`src/rtl/chain_id_pkg.sv`:
```
package chain_id_pkg;
  parameter int unsigned ADDR_W = 16;
  parameter int unsigned DATA_W = 16;
  parameter int unsigned BASE_W = 8;
  localparam int unsigned OFF_W = ADDR_W - BASE_W;

  typedef struct packed {
    logic              valid;
    logic              we;
    logic [ADDR_W-1:0] addr;
    logic [DATA_W-1:0] wdata;
  } io_req_t;
endpackage

```
`src/rtl/chain_id_state.sv`:
```
module chain_id_state
  import chain_id_pkg::*;
(
  input  logic              clk_i,
  input  logic              rst_ni,
  input  logic              chain_in_i,
  input  logic              id_wr_i,
  input  logic              grst_i,
  input  logic [BASE_W-1:0] base_in_i,
  output logic              cfg_o,
  output logic [BASE_W-1:0] base_o
);
  logic              cfg_q;
  logic [BASE_W-1:0] base_q;

  always_ff @(posedge clk_i or negedge rst_ni) begin
    if (!rst_ni) begin
      cfg_q  <= 1'b0;
      base_q <= '0;
    end else if (!chain_in_i || grst_i) begin
      cfg_q  <= 1'b0;
      base_q <= '0;
    end else if (id_wr_i) begin
      cfg_q  <= 1'b1;
      base_q <= base_in_i;
    end
  end

  assign cfg_o  = cfg_q;
  assign base_o = base_q;

  AST_CHAIN_LOW_CLEARS: assert property (@(posedge clk_i) disable iff (!rst_ni)
    !chain_in_i |=> (!cfg_q && base_q == '0));
  AST_GRST_CLEARS: assert property (@(posedge clk_i) disable iff (!rst_ni)
    grst_i |=> !cfg_q);
  AST_CFG_ONLY_BY_WRITE: assert property (@(posedge clk_i) disable iff (!rst_ni)
    $rose(cfg_q) |-> $past(id_wr_i && chain_in_i));
  AST_BASE_HELD: assert property (@(posedge clk_i) disable iff (!rst_ni)
    (cfg_q && chain_in_i && !grst_i) |=> $stable(base_q));
endmodule

```
`src/rtl/chain_id_decode.sv`:
```
module chain_id_decode
  import chain_id_pkg::*;
(
  input  logic              clk_i,
  input  logic              rst_ni,
  input  io_req_t           req_i,
  input  logic              answer_i,
  input  logic              win_ok_i,
  input  logic [BASE_W-1:0] base_i,
  input  logic [DATA_W-1:0] type_word_i,
  output logic              ack_o,
  output logic [DATA_W-1:0] rdata_o,
  output logic              sel_o,
  output logic [OFF_W-1:0]  reg_off_o
);
  logic              id_hit, win_hit;
  logic              ack_q, sel_q;
  logic [DATA_W-1:0] rdata_q;
  logic [OFF_W-1:0]  off_q;

  assign id_hit  = req_i.valid && answer_i && (req_i.addr == '0);
  assign win_hit = req_i.valid && win_ok_i && (req_i.addr[ADDR_W-1:OFF_W] == base_i);

  always_ff @(posedge clk_i or negedge rst_ni) begin
    if (!rst_ni) begin
      ack_q   <= 1'b0;
      rdata_q <= '0;
      sel_q   <= 1'b0;
      off_q   <= '0;
    end else begin
      ack_q   <= id_hit;
      rdata_q <= (id_hit && !req_i.we) ? type_word_i : '0;
      sel_q   <= win_hit;
      off_q   <= win_hit ? req_i.addr[OFF_W-1:0] : '0;
    end
  end

  assign ack_o     = ack_q;
  assign rdata_o   = rdata_q;
  assign sel_o     = sel_q;
  assign reg_off_o = off_q;

  AST_ACK_NEEDS_ANSWER: assert property (@(posedge clk_i) disable iff (!rst_ni)
    ack_q |-> $past(answer_i));
  AST_RDATA_QUIET: assert property (@(posedge clk_i) disable iff (!rst_ni)
    !ack_q |-> (rdata_q == '0));
  AST_ID_SEL_EXCL: assert property (@(posedge clk_i) disable iff (!rst_ni)
    !(ack_q && sel_q));
  AST_OFF_QUIET: assert property (@(posedge clk_i) disable iff (!rst_ni)
    !sel_q |-> (off_q == '0));
endmodule

```
`src/rtl/chain_id_unit.sv`:
```
module chain_id_unit
  import chain_id_pkg::*;
#(
  parameter logic [ADDR_W-1:0] GRST_PORT = 16'hFFFE
) (
  input  logic              clk_i,
  input  logic              rst_ni,
  input  logic              chain_in_i,
  output logic              chain_out_o,
  input  logic              io_valid_i,
  input  logic              io_we_i,
  input  logic [ADDR_W-1:0] io_addr_i,
  input  logic [DATA_W-1:0] io_wdata_i,
  input  logic [DATA_W-1:0] type_word_i,
  output logic              ack_o,
  output logic [DATA_W-1:0] rdata_o,
  output logic              sel_o,
  output logic [OFF_W-1:0]  reg_off_o
);
  io_req_t           req;
  logic              cfg, answer, grst, id_wr, win_ok;
  logic [BASE_W-1:0] base;

  assign req    = '{valid: io_valid_i, we: io_we_i, addr: io_addr_i, wdata: io_wdata_i};
  assign answer = chain_in_i && !cfg;
  assign grst   = io_valid_i && (io_addr_i == GRST_PORT);
  assign id_wr  = io_valid_i && io_we_i && answer && (io_addr_i == '0);
  assign win_ok = cfg && chain_in_i && !grst;

  chain_id_state u_state (
    .clk_i      (clk_i),
    .rst_ni     (rst_ni),
    .chain_in_i (chain_in_i),
    .id_wr_i    (id_wr),
    .grst_i     (grst),
    .base_in_i  (io_wdata_i[BASE_W-1:0]),
    .cfg_o      (cfg),
    .base_o     (base)
  );

  chain_id_decode u_decode (
    .clk_i       (clk_i),
    .rst_ni      (rst_ni),
    .req_i       (req),
    .answer_i    (answer),
    .win_ok_i    (win_ok),
    .base_i      (base),
    .type_word_i (type_word_i),
    .ack_o       (ack_o),
    .rdata_o     (rdata_o),
    .sel_o       (sel_o),
    .reg_off_o   (reg_off_o)
  );

  assign chain_out_o = cfg;

  AST_OUT_LOW_UNTIL_WRITE: assert property (@(posedge clk_i) disable iff (!rst_ni)
    $rose(chain_out_o) |-> $past(io_valid_i && io_we_i && io_addr_i == '0));
  AST_NO_ACK_WHEN_CFG: assert property (@(posedge clk_i) disable iff (!rst_ni)
    $past(chain_out_o) |-> !ack_o);
endmodule

```
`config.mk`:
```
export PLATFORM = sky130hd
export DESIGN_NAME = chain_id_unit
export DESIGN_NICKNAME = d
export VERILOG_FILES = /design/src/rtl/chain_id_pkg.sv /design/src/rtl/chain_id_state.sv /design/src/rtl/chain_id_decode.sv /design/src/rtl/chain_id_unit.sv
export SDC_FILE = /design/constraint.sdc
export NUM_CORES = 1
export LEC_CHECK = 0
export BUFFER_PORTS_ARGS = -buffer_cell sky130_fd_sc_hd__buf_2
export CAP_MARGIN = 20
export CORE_UTILIZATION = 47
export DETAILED_ROUTE_END_ITERATION = 6
export GPL_ROUTABILITY_DRIVEN = 0
export PLACE_DENSITY = 0.91
export SETUP_SLACK_MARGIN = 0.1
export SYNTH_ARGS = -nofsm -noshare
export SYNTH_HDL_FRONTEND = slang
export SYNTH_HIERARCHICAL = 1
export SYNTH_SLANG_ARGS = --single-unit
```
`constraint.sdc`:
```
create_clock -name clk_i -period 3.6 [get_ports clk_i]
set_clock_uncertainty 0.05 [all_clocks]
set_input_delay 0.18 -clock clk_i [delete_from_list [all_inputs] [get_ports clk_i]]
set_output_delay 0.18 -clock clk_i [all_outputs]
set_load 0.01 [all_outputs]
```
==> impl_metrics.csv, run 1 <==
group,metric,value,unit
status,status,"completed",
setup_path,critPathMaxFanout,17,
cells_and_area,multi_input_area,655.6,um2
setup_path,r2r_end,"u_decode/rdata_o[12]",
die,die_x,61.10,um
grt,grtUsageMet1,25.98,%
logic_synthesis,synth_warnings,6,
clock_network,clockBufferDepth,2,
setup_path,critPathLaunch,"u_state/cfg_o",
cells_and_area,fin_nets,291,
timing,fmax,483.1,MHz
die,ios,80,
cells_and_area,area_growth,35.98,%
timing,layout_worst_path_cycle_share,57.50,%
grt,track_usage,21.01,%
clock_network,clkLatencyLatePin,330,ps
logic_synthesis,synth_top_area_cell,"dfrtp_1",
grt,use_met3,6.513,%
setup_path,crit_family,"simple AND/OR/NAND/NOR gates",
power_and_ir_drop,leakage,1.103,nW
cells_and_area,final_cell_mix,"buf_2, dfrtp_1, nor4_1, inv_1, dlygate4sd3_1",
timing,setup_viol,0,
die,core_area,0.003337,mm2
grt,grt_pass1_wl,5664,um
setup_path,crit_path_max_incr_delay,540,ps
place,place_hpwl,2680,um
logic_synthesis,ys_seq_area_share,53.35,%
timing,finalCriticalPeriod,2070,ps
timing,rsz0062_at_grt,"false",
logic_synthesis,synth_cells,152,
setup_path,crit_path_start_kind,"flop",
die,dieArea,0.003733,mm2
min_path,min_path_type,"primary input to flop",
run,cap_violations,0,
cells_and_area,final_common_cell,"buf_2",
timing,hold_viol,0,
routing,wl_per_cell,13.94,um
routing,num_vias,1460,
logic_synthesis,synth.top_cell.area_share,53.35,%
logic_synthesis,syn-cell-area,0.001642,mm2
setup_path,worstPathCellList,"nor2b_1, nor4bb_1, nand3_1, nor4_1",
timing,worst_slew_pin_slew,739.9,ps
routing,first_pass_iters,4,
die,rows,21,
cells_and_area,final_layout_size_suffix_gt1_share,39.33,%
clock_network,clk_pin_slew,100,ps
power_and_ir_drop,powerDensity,320.0,mW/mm2
timing,drv_slew,0,
routing,drt_iter0_markers,67,
setup_path,reg2reg_slack,1530,ps
grt,gr-usage-met2,35.40,%
place,port_buffers,71,
grt,grt_max_degree,36,
die,dieHeight,61.10,um
setup_path,rr_worst_depth,4,
logic_synthesis,yosys-top-cells-area,"dfrtp_1, nor4_2, nor4_1",
setup_path,slowest_stage,"nor4_1",
grt,antenna_found_initial,0,
logic_synthesis,synth-seq-cells,35,
setup_path,endpoint_kind,"flop",
routing,vias_per_cell,5.123,
setup_path,crit_type,"flop to flop",
power_and_ir_drop,irDropWorstVdd,0.2350,mV
timing,finalSetupTns,0,ps
routing,route.detailed.drc,0,
setup_path,required,3750,ps
routing,ant_nets,0,
setup_path,crit_cells,4,
grt,grt_pass1_vias,1269,
logic_synthesis,syn_avg_cell_area,10.80,um2
clock_network,cts_root_buffer,"clkbuf_4",
clock_network,numCtsBuffers,5,
logic_synthesis,synth.net_count,205,
clock_network,cts_htree_levels,2,
setup_path,timing.rr.start,"u_state/cfg_o",
routing,wirelength,3974,um
power_and_ir_drop,total_power,714.2,uW
cells_and_area,seqCellArea,875.8,um2
timing,max_slew_margin,50.67,%
clock_network,cts.sink_count,35,
grt,grt_busiest_layer,"met2",
cells_and_area,n_fill_cell,266,
logic_synthesis,yosysUniqueCellTypes,22,
cells_and_area,n_antenna_cell,0,
die,initial_core_util,49.19,%
grt,grt-ovfl-total,0,
setup_path,crit_arrival,2220,ps
clock_network,cts_tree,"yes",
setup_path,endpoint,"u_decode/rdata_o[12]",
setup_path,cp_num_buf_inv,0,
==> worst reg2reg max path, stage by stage (launching register included) <==
cell and delay, ps:
dfrtp_1 430, nor2b_1 110, nor4bb_1 280, nand3_1 520, nor4_1 550
==> stage by stage <==
step,std cells,utilization (%),area [um2],hold slack [ps],setup slack [ps]
3_3_place_gp,263,60.63,2023,221.1,1774
5_1_grt,285,66.89,2232,8.450,1362
2_1_floorplan,152,-,1642,-165.6,1997
3_5_place_dp,263,60.63,2023,234.0,1711
4_1_cts,283,66.29,2212,0.7649,1687
6_report,285,66.89,2232,13.60,1530
==> state kept, by name (all words and copies together), names as in the netlist <==
signal and flops:
u_decode/reg_off_o 8, u_decode/rdata_o 16, u_decode/ack_o 1, u_state/cfg_o 1
u_state/base_o 8, u_decode/sel_o 1
==> kinds of logic after synthesis <==
group	Yosys count	synth area share, %
XOR/XNOR	5	2.668
flip-flops	35	53.35
multiplexers	8	4.878
AND/OR/NAND/NOR	76	31.17
AO/OA/AOI/OAI	2	1.219
buffers and inverters	26	6.707
==> cells in the mapped netlist <==
cell,number
a21oi_1,1
and2_1,1
and4bb_2,1
buf_2,1
buf_4,1
buf_6,1
clkbuf_1,4
dfrtp_1,35
inv_1,19
mux2i_1,8
nand2_1,4
nand2b_1,3
nand3_1,11
nand4_1,4
nor2_1,13
nor2b_1,4
nor4_1,20
nor4_2,13
nor4bb_1,1
o221ai_2,1
or4_1,1
xnor2_1,5
==> how the worst min path moves through the flow <==
| stage | from | endpoint | cells after the start | slack (ps) |
|---|---|---|---|---|
| after floorplan | rst_ni | u_decode/ack_o | 0 | -170 |
| after global placement | rst_ni | u_decode/rdata_o[3] | 1 | 220 |
| after detailed placement | rst_ni | u_decode/rdata_o[3] | 1 | 230 |
| after CTS | type_word_i[6] | u_decode/rdata_o[6] | 3 | 0.8 |
| after global routing | type_word_i[1] | u_decode/rdata_o[1] | 3 | 8 |
| final | type_word_i[1] | u_decode/rdata_o[1] | 3 | 10 |
==> layout make-up <==
type / instances / share of cell area (%)
Clock buffer: 8 / 3.083
Inverter: 19 / 3.195
Multi-Input combinational cell: 91 / 29.37
Sequential cell: 35 / 39.24
Tap cell: 46 / 2.578
Timing Repair Buffer: 86 / 22.53
==> power breakdown <==
group	total, mW	switching (mW)	internal, mW
registers	0.393	0.000000310	0.393
logic	0.0830	0.0463	0.0367
clock network	0.238	0.123	0.115
==> layer usage <==
layer / up-vias / wire length, um
li1: 710 / -
met1: 706 / 1668
met2: 39 / 2097
met3: 5 / 164
met4: 0 / 44
met5: - / 0
==> timing repair <==
action                                 CTS  global route
gates resized for setup                  0             0
hold buffers                            12             2
setup buffers                            0             0
endpoints found under the hold margin   46             2
(Power assumes the default switching activity.)
==> inputs of run 2 (changes only) <==
--- a/config.mk
+++ b/config.mk
@@ -7,10 +7,10 @@
 export LEC_CHECK = 0
 export BUFFER_PORTS_ARGS = -buffer_cell sky130_fd_sc_hd__buf_2
 export CAP_MARGIN = 20
-export CORE_UTILIZATION = 47
+export CORE_UTILIZATION = 41
 export DETAILED_ROUTE_END_ITERATION = 6
 export GPL_ROUTABILITY_DRIVEN = 0
-export PLACE_DENSITY = 0.91
+export PLACE_DENSITY = 0.85
 export SETUP_SLACK_MARGIN = 0.1
 export SYNTH_ARGS = -nofsm -noshare
 export SYNTH_HDL_FRONTEND = slang
==> constraint.sdc (replaced) <==
create_clock -name clk_i -period 1.7 [get_ports clk_i]
set_clock_uncertainty 0.05 [all_clocks]
set_input_delay 0.085 -clock clk_i [delete_from_list [all_inputs] [get_ports clk_i]]
set_output_delay 0.085 -clock clk_i [all_outputs]
set_load 0.01 [all_outputs]
==> run 2 against run 1 <==
  * Flip-flop and latch count is the same
  * Clock power grew to 2.6 times the previous value
  * Via count up 9.0%
  * Highest routed layer unchanged
  * Critical path depth increased by 2
  * Critical path type unchanged
  * Cell count grew 6.7%
  * Worst setup slack worse by 1500 ps
  * Global-route usage is 1.9 points higher
  * Sequential power grew 110%
  * Count of clock-buffer cells in the layout fell by 2
  * Routed wire length increased by 20%
  * First-iteration DRC count up 61%
==> impl_metrics.csv, run 2 (same netlist as run 1, synthesis figures left out) <==
group,metric,value,unit
power_and_ir_drop,leakage,1.245,nW
timing,setup_viol,0,
grt,grt-ovfl-total,0,
timing,layout_worst_path_cycle_share,98.22,%
place,dp_cells,272,
min_path,min_path_type,"primary input to flop",
setup_path,crit_path_start_kind,"flop",
power_and_ir_drop,irDropWorstVdd,0.3115,mV
power_and_ir_drop,powerDensity,654.7,mW/mm2
clock_network,cts_htree_levels,2,
die,ios,80,
clock_network,clk_pin_slew,70,ps
routing,first_pass_iters,4,
timing,max_slew_margin,43.26,%
clock_network,clockBufferDepth,2,
place,place_hpwl,2849,um
timing,hold_ws,2.262,ps
clock_network,clkLatencyLatePin,290,ps
timing,fmax,598.9,MHz
grt,grt_pass1_vias,1509,
setup_path,crit_arrival,1780,ps
cells_and_area,final_layout_size_suffix_gt1_share,46.88,%
routing,wl_per_cell,15.70,um
cells_and_area,fin_nets,308,
setup_path,crit_path_max_incr_delay,410,ps
cells_and_area,largest_reg_flops,16,
cells_and_area,instances_no_fill,304,
grt,grt_pass1_wl,7148,um
clock_network,numCtsBuffers,5,
clock_network,cts_tree,"yes",
setup_path,crit_type,"flop to flop",
run,cap_violations,0,
routing,ant_nets,0,
die,initial_core_util,43.85,%
die,dieArea,0.004261,mm2
timing,hold_viol,0,
timing,rsz0062_at_grt,"true",
cells_and_area,n_antenna_cell,0,
clock_network,cts_root_buffer,"clkbuf_8",
routing,wirelength,4774,um
timing,finalCriticalPeriod,1670,ps
clock_network,cts.sink_count,35,
setup_path,timing.rr.start,"u_state/cfg_o",
grt,track_usage,22.93,%
setup_path,required,1810,ps
setup_path,critPathMaxFanout,5,
cells_and_area,final_common_cell,"buf_2",
routing,route.detailed.drc,0,
setup_path,worstPathCellList,"and4bb_2, nand4_1, nor4_2, buf_4, mux2i_1, nor2_1",
routing,num_vias,1591,
cells_and_area,final_cell_mix,"buf_2, dfrtp_1, inv_1, dlygate4sd3_1, nor4_2",
die,die_x,65.28,um
timing,drv_slew,0,
setup_path,critPathLaunch,"u_state/cfg_o",
timing,worst_slew_pin_slew,849.1,ps
min_path,hp-start,"io_wdata_i[1]",
status,status,"completed",
grt,antenna_found_initial,0,
routing,drt_iter0_markers,108,
setup_path,slowest_stage,"dfrtp_1",
grt,grt_max_degree,36,
setup_path,endpoint_kind,"flop",
die,rows,22,
cells_and_area,area_growth,55.79,%
place,port_buffers,71,
die,core_area,0.003744,mm2
routing,vias_per_cell,5.234,
die,dieHeight,65.28,um
[run 2: changes by cell type in the layout (fill, tap and decap cells not counted), moves of 2 or more]
| cell | before | now |
|---|---|---|
| buf_6 | 0 | 2 |
| clkbuf_8 | 2 | 6 |
| dlygate4sd3_1 | 14 | 19 |
| buf_4 | 1 | 9 |
| nor4_2 | 13 | 17 |
| nor4_4 | 0 | 7 |
| nor4_1 | 20 | 9 |
| clkbuf_4 | 5 | 0 |
[run 2: worst paths after layout]
kind / endpoint / slack [ps] / depth (start not counted)
max in group asynchronous: u_state/base_o[5] / 770 / 2
worst min register to register: u_state/base_o[4] / 500 / 2
worst min-delay path: u_state/base_o[1] / 2 / 3
worst max register to register: u_state/base_o[7] / 30 / 6
worst max-delay path: u_state/base_o[7] / 30 / 6
min in group asynchronous: u_decode/rdata_o[9] / 340 / 2
[run 2: through the flow]
step	setup WS [ps]	setup TNS (ps)	cell area (um2)	total power, mW	utilization, %
3_5_place_dp	-14.14	-14.14	2078	1.006	55.51
3_3_place_gp	40.91	0	2078	1.000	55.51
2_1_floorplan	96.59	0	1642	0.9017	-
6_report	30.28	0	2557	1.674	68.32
5_1_grt	-47.44	-213.5	2557	1.740	68.32
4_1_cts	54.64	0	2400	1.661	64.10
[run 2: timing repair]
action	4_1_cts	5_1_grt
setup buffers	2	1
hold buffers	19	0
endpoints found under the setup margin	17	31
resized for setup	3	24
cloned	1	1
endpoints found under the hold margin	53	0
pin swaps	1	8
[run 2: area by class of cell]
| cell class | instances | area (um2) |
|---|---|---|
| flip-flops and latches | 35 | 875.8 |
| clock buffers | 6 | 82.58 |
| clock inverters | 2 | 16.27 |
| multi-input cells | 91 | 795.8 |
| repair buffers | 103 | 655.6 |
| inverters | 19 | 71.32 |
| fillers | 287 | 1186 |
| well taps | 48 | 60.06 |
[run 2: metal layers]
| layer | GRT usage, % | routed length (um) | up-vias | share of wire, % |
|---|---|---|---|---|
| met3 | 5.035 | 231 | 18 | 4.8 |
| met1 | 24.83 | 1794 | 770 | 38 |
| met2 | 39.56 | 2562 | 59 | 54 |
| met5 | 0 | 0 | - | 0 |
| met4 | 15.76 | 185 | 0 | 3.9 |
| li1 | - | - | 744 | - |
[run 2: power breakdown]
group          switching (mW)  internal, mW  leakage, nW
logic                   0.120        0.0935        0.708
clock network           0.298         0.330       0.0474
registers         0.000000663         0.832        0.489
[run 2: critical path: cells and delay by family, from the launching register on]
family	cells	cell delay, ps
simple gates	4	650
flops	1	410
mux	1	220
buf+inv	1	230
==> inputs of run 3 (changes only) <==
--- a/config.mk
+++ b/config.mk
@@ -7,12 +7,11 @@
 export LEC_CHECK = 0
 export BUFFER_PORTS_ARGS = -buffer_cell sky130_fd_sc_hd__buf_2
 export CAP_MARGIN = 20
-export CORE_UTILIZATION = 41
+export CORE_UTILIZATION = 39
 export DETAILED_ROUTE_END_ITERATION = 6
 export GPL_ROUTABILITY_DRIVEN = 0
-export PLACE_DENSITY = 0.85
+export PLACE_DENSITY = 0.84
 export SETUP_SLACK_MARGIN = 0.1
 export SYNTH_ARGS = -nofsm -noshare
 export SYNTH_HDL_FRONTEND = slang
-export SYNTH_HIERARCHICAL = 1
 export SYNTH_SLANG_ARGS = --single-unit
==> run 3 against run 2 <==
  * Area after synthesis down 11%
  * Largest cell class unchanged
  * First-iteration DRC count decreased by 29%
  * Count of clock-buffer cells in the layout is 1 lower
  * Critical path type unchanged
==> impl_metrics.csv, run 3 <==
group,metric,value,unit
status,status,"completed",
logic_synthesis,synth_top_area_cell,"dfrtp_1",
power_and_ir_drop,swShare,22.66,%
logic_synthesis,ys_seq_area_share,59.68,%
timing,hold_viol,0,
logic_synthesis,yosysMostFrequentCell,"dfrtp_1",
die,die_x,63.35,um
cells_and_area,n_antenna_cell,0,
setup_path,crit_arrival,1670,ps
logic_synthesis,synth_warnings,0,
timing,rsz0062_at_grt,"true",
logic_synthesis,synth_edf_count,0,
power_and_ir_drop,p_int,1.213,mW
logic_synthesis,yosysUniqueCellTypes,25,
routing,vias_per_cell,4.539,
setup_path,critPathMaxFanout,9,
logic_synthesis,async_flop_share,100.0,%
timing,worst_slew_pin_slew,740.5,ps
logic_synthesis,synth_cells,125,
clock_network,cts.sink_count,35,
timing,layout_worst_path_cycle_share,91.71,%
place,place_hpwl,2345,um
die,core_area,0.003468,mm2
timing,drv_slew,0,
cells_and_area,fin_nets,290,
timing,finalCriticalPeriod,1559,ps
setup_path,required,1810,ps
cells_and_area,seqCellArea,875.8,um2
cells_and_area,final_layout_size_suffix_gt1_share,38.24,%
routing,first_pass_iters,4,
cells_and_area,largest_reg_flops,16,
timing,fin_ws,140.9,ps
timing,setup_viol,0,
setup_path,endpoint_kind,"flop",
min_path,hp-start,"io_wdata_i[3]",
die,ios,80,
die,rows,21,
place,pre_cts_ws,103.9,ps
logic_synthesis,synthFlopType,"dfrtp_1",
power_and_ir_drop,irDropWorstVdd,0.3685,mV
routing,wl_per_cell,12.19,um
grt,grt_pass1_wl,5851,um
power_and_ir_drop,powerDensity,678.9,mW/mm2
clock_network,cts_root_buffer,"clkbuf_8",
routing,wirelength,3463,um
grt,track_usage,19.38,%
cells_and_area,final_cell_mix,"buf_2, dfrtp_1, dlygate4sd3_1, inv_1, and2_1",
power_and_ir_drop,clockPowerShare,36.5,%
routing,ant_nets,0,
clock_network,numCtsBuffers,5,
clock_network,cts_htree_levels,2,
power_and_ir_drop,leakage,1.313,nW
timing,max_slew_margin,50.63,%
power_and_ir_drop,p_switching,355.4,uW
logic_synthesis,synth.net_count,178,
die,initial_core_util,42.32,%
cells_and_area,n_fill_cell,276,
timing,finalSetupTns,0,ps
power_and_ir_drop,power.share.sequential,53.1,%
routing,route.detailed.drc,0,
grt,grt-ovfl-total,0,
power_and_ir_drop,total_power,1.569,mW
clock_network,clk_pin_slew,70,ps
grt,antenna_found_initial,0,
cells_and_area,multi_input_area,505.5,um2
clock_network,clockBufferDepth,2,
setup_path,timing.rr.start,"u_state.cfg_o",
logic_synthesis,synth.top_cell.area_share,59.68,%
grt,grt_max_degree,36,
setup_path,crit_path_start_kind,"flop",
power_and_ir_drop,combPwrFrac,10.5,%
setup_path,critPathLaunch,"u_state.cfg_o",
logic_synthesis,yosys-top-cells-area,"dfrtp_1, and2_1, mux2i_1",
place,port_buffers,71,
logic_synthesis,synth-seq-cells,35,
clock_network,cts_tree,"yes",
routing,num_vias,1289,
setup_path,crit_type,"flop to flop",
cells_and_area,area_growth,57.46,%
routing,drt_iter0_markers,77,
clock_network,clkLatencyLatePin,280,ps
cells_and_area,final_common_cell,"buf_2",
logic_synthesis,syn_avg_cell_area,11.74,um2
die,dieHeight,63.35,um
logic_synthesis,syn-cell-area,0.001468,mm2
die,dieArea,0.004013,mm2
logic_synthesis,synthTopCellsByCount,"dfrtp_1, inv_1, and2_1",
timing,fmax,641.4,MHz
min_path,min_path_type,"primary input to flop",
run,cap_violations,0,
grt,grt_pass1_vias,1337,
run 3: cell count changes in the layout (fill, tap and decap cells not counted), moves of 4 or more:
cell           change
nand3_1           -10
xor2_1             +7
dlygate4sd3_1     +11
o211ai_1           +8
nor2b_1            -4
and2_1            +15
nor4_4             -7
nor3_1             +9
nor4_1             -6
nor4_2            -17
xnor2_1            -4
nor2_1            -11
run 3: metrics by stage:
step,utilization [%],hold slack (ps),area (um2),std cells
after floorplan,-,-260.6,1473,125
after global placement,55.09,134.7,1911,245
after detailed placement,55.09,140.4,1911,245
after CTS,66.52,12.22,2307,284
after global routing,66.63,15.96,2311,284
final,66.63,16.75,2311,284
run 3: power groups by stage:
stage | combinational [mW] | clock [mW] | sequential [mW]
2_1_floorplan | 0.0283 | 0 | 0.849
3_3_place_gp | 0.110 | 0 | 0.848
3_5_place_dp | 0.111 | 0 | 0.848
4_1_cts | 0.164 | 0.592 | 0.832
5_1_grt | 0.183 | 0.637 | 0.832
6_report | 0.164 | 0.572 | 0.832
run 3: layer usage:
layer / routed length, um / share of wire [%] / global-route usage, % / vias up
met1: 1432 / 41 / 22.05 / 591
li1: - / - / - / 641
met4: 34 / 0.98 / 8.239 / 0
met2: 1812 / 52 / 34.97 / 55
met3: 185 / 5.3 / 3.623 / 2
met5: 0 / 0 / 0 / -
run 3: critical path, cell delays in order (launching register included):
cell	delay [ps]
dfrtp_1	390
nor3b_2	180
nand4_1	140
or3_1	390
buf_6	160
mux2i_1	120
run 3: final timing paths:
check	endpoint	slack (ps)	cells past startpoint
min in group asynchronous	u_state.base_o[7]	360	2
min reg2reg	u_state.base_o[5]	540	2
max in group asynchronous	u_decode.rdata_o[15]	780	2
min	u_state.base_o[3]	20	3
max	u_state.base_o[3]	140	5
max reg2reg	u_state.base_o[3]	140	5
run 3: kinds of logic (layout without fill, tap and decap cells):
| group | count (synthesis) | in the layout | synth area share, % |
|---|---|---|---|
| AO/OA/AOI/OAI | 9 | 9 | 5.541 |
| flip-flops | 35 | 35 | 59.68 |
| AND/OR/NAND/NOR | 44 | 44 | 18.33 |
| buffers and inverters | 21 | 134 | 6.223 |
| XOR/XNOR | 8 | 8 | 4.774 |
| multiplexers | 8 | 8 | 5.456 |
run 3: layout make-up:
cell class | count | area share [%]
flip-flops and latches | 35 | 37.90
clock inverters | 3 | 0.8663
inverters | 17 | 2.761
clock buffers | 5 | 2.978
multi-input cells | 69 | 21.87
repair buffers | 109 | 31.13
well taps | 46 | 2.491
run 3: what timing repair did:
item | 4_1_cts | 5_1_grt
setup buffers | 1 | 0
endpoints found under the hold margin | 64 | 0
hold buffers | 30 | 0
setup endpoints to repair | 1 | 8
gates resized for setup | 0 | 1
pin swaps | 1 | 0
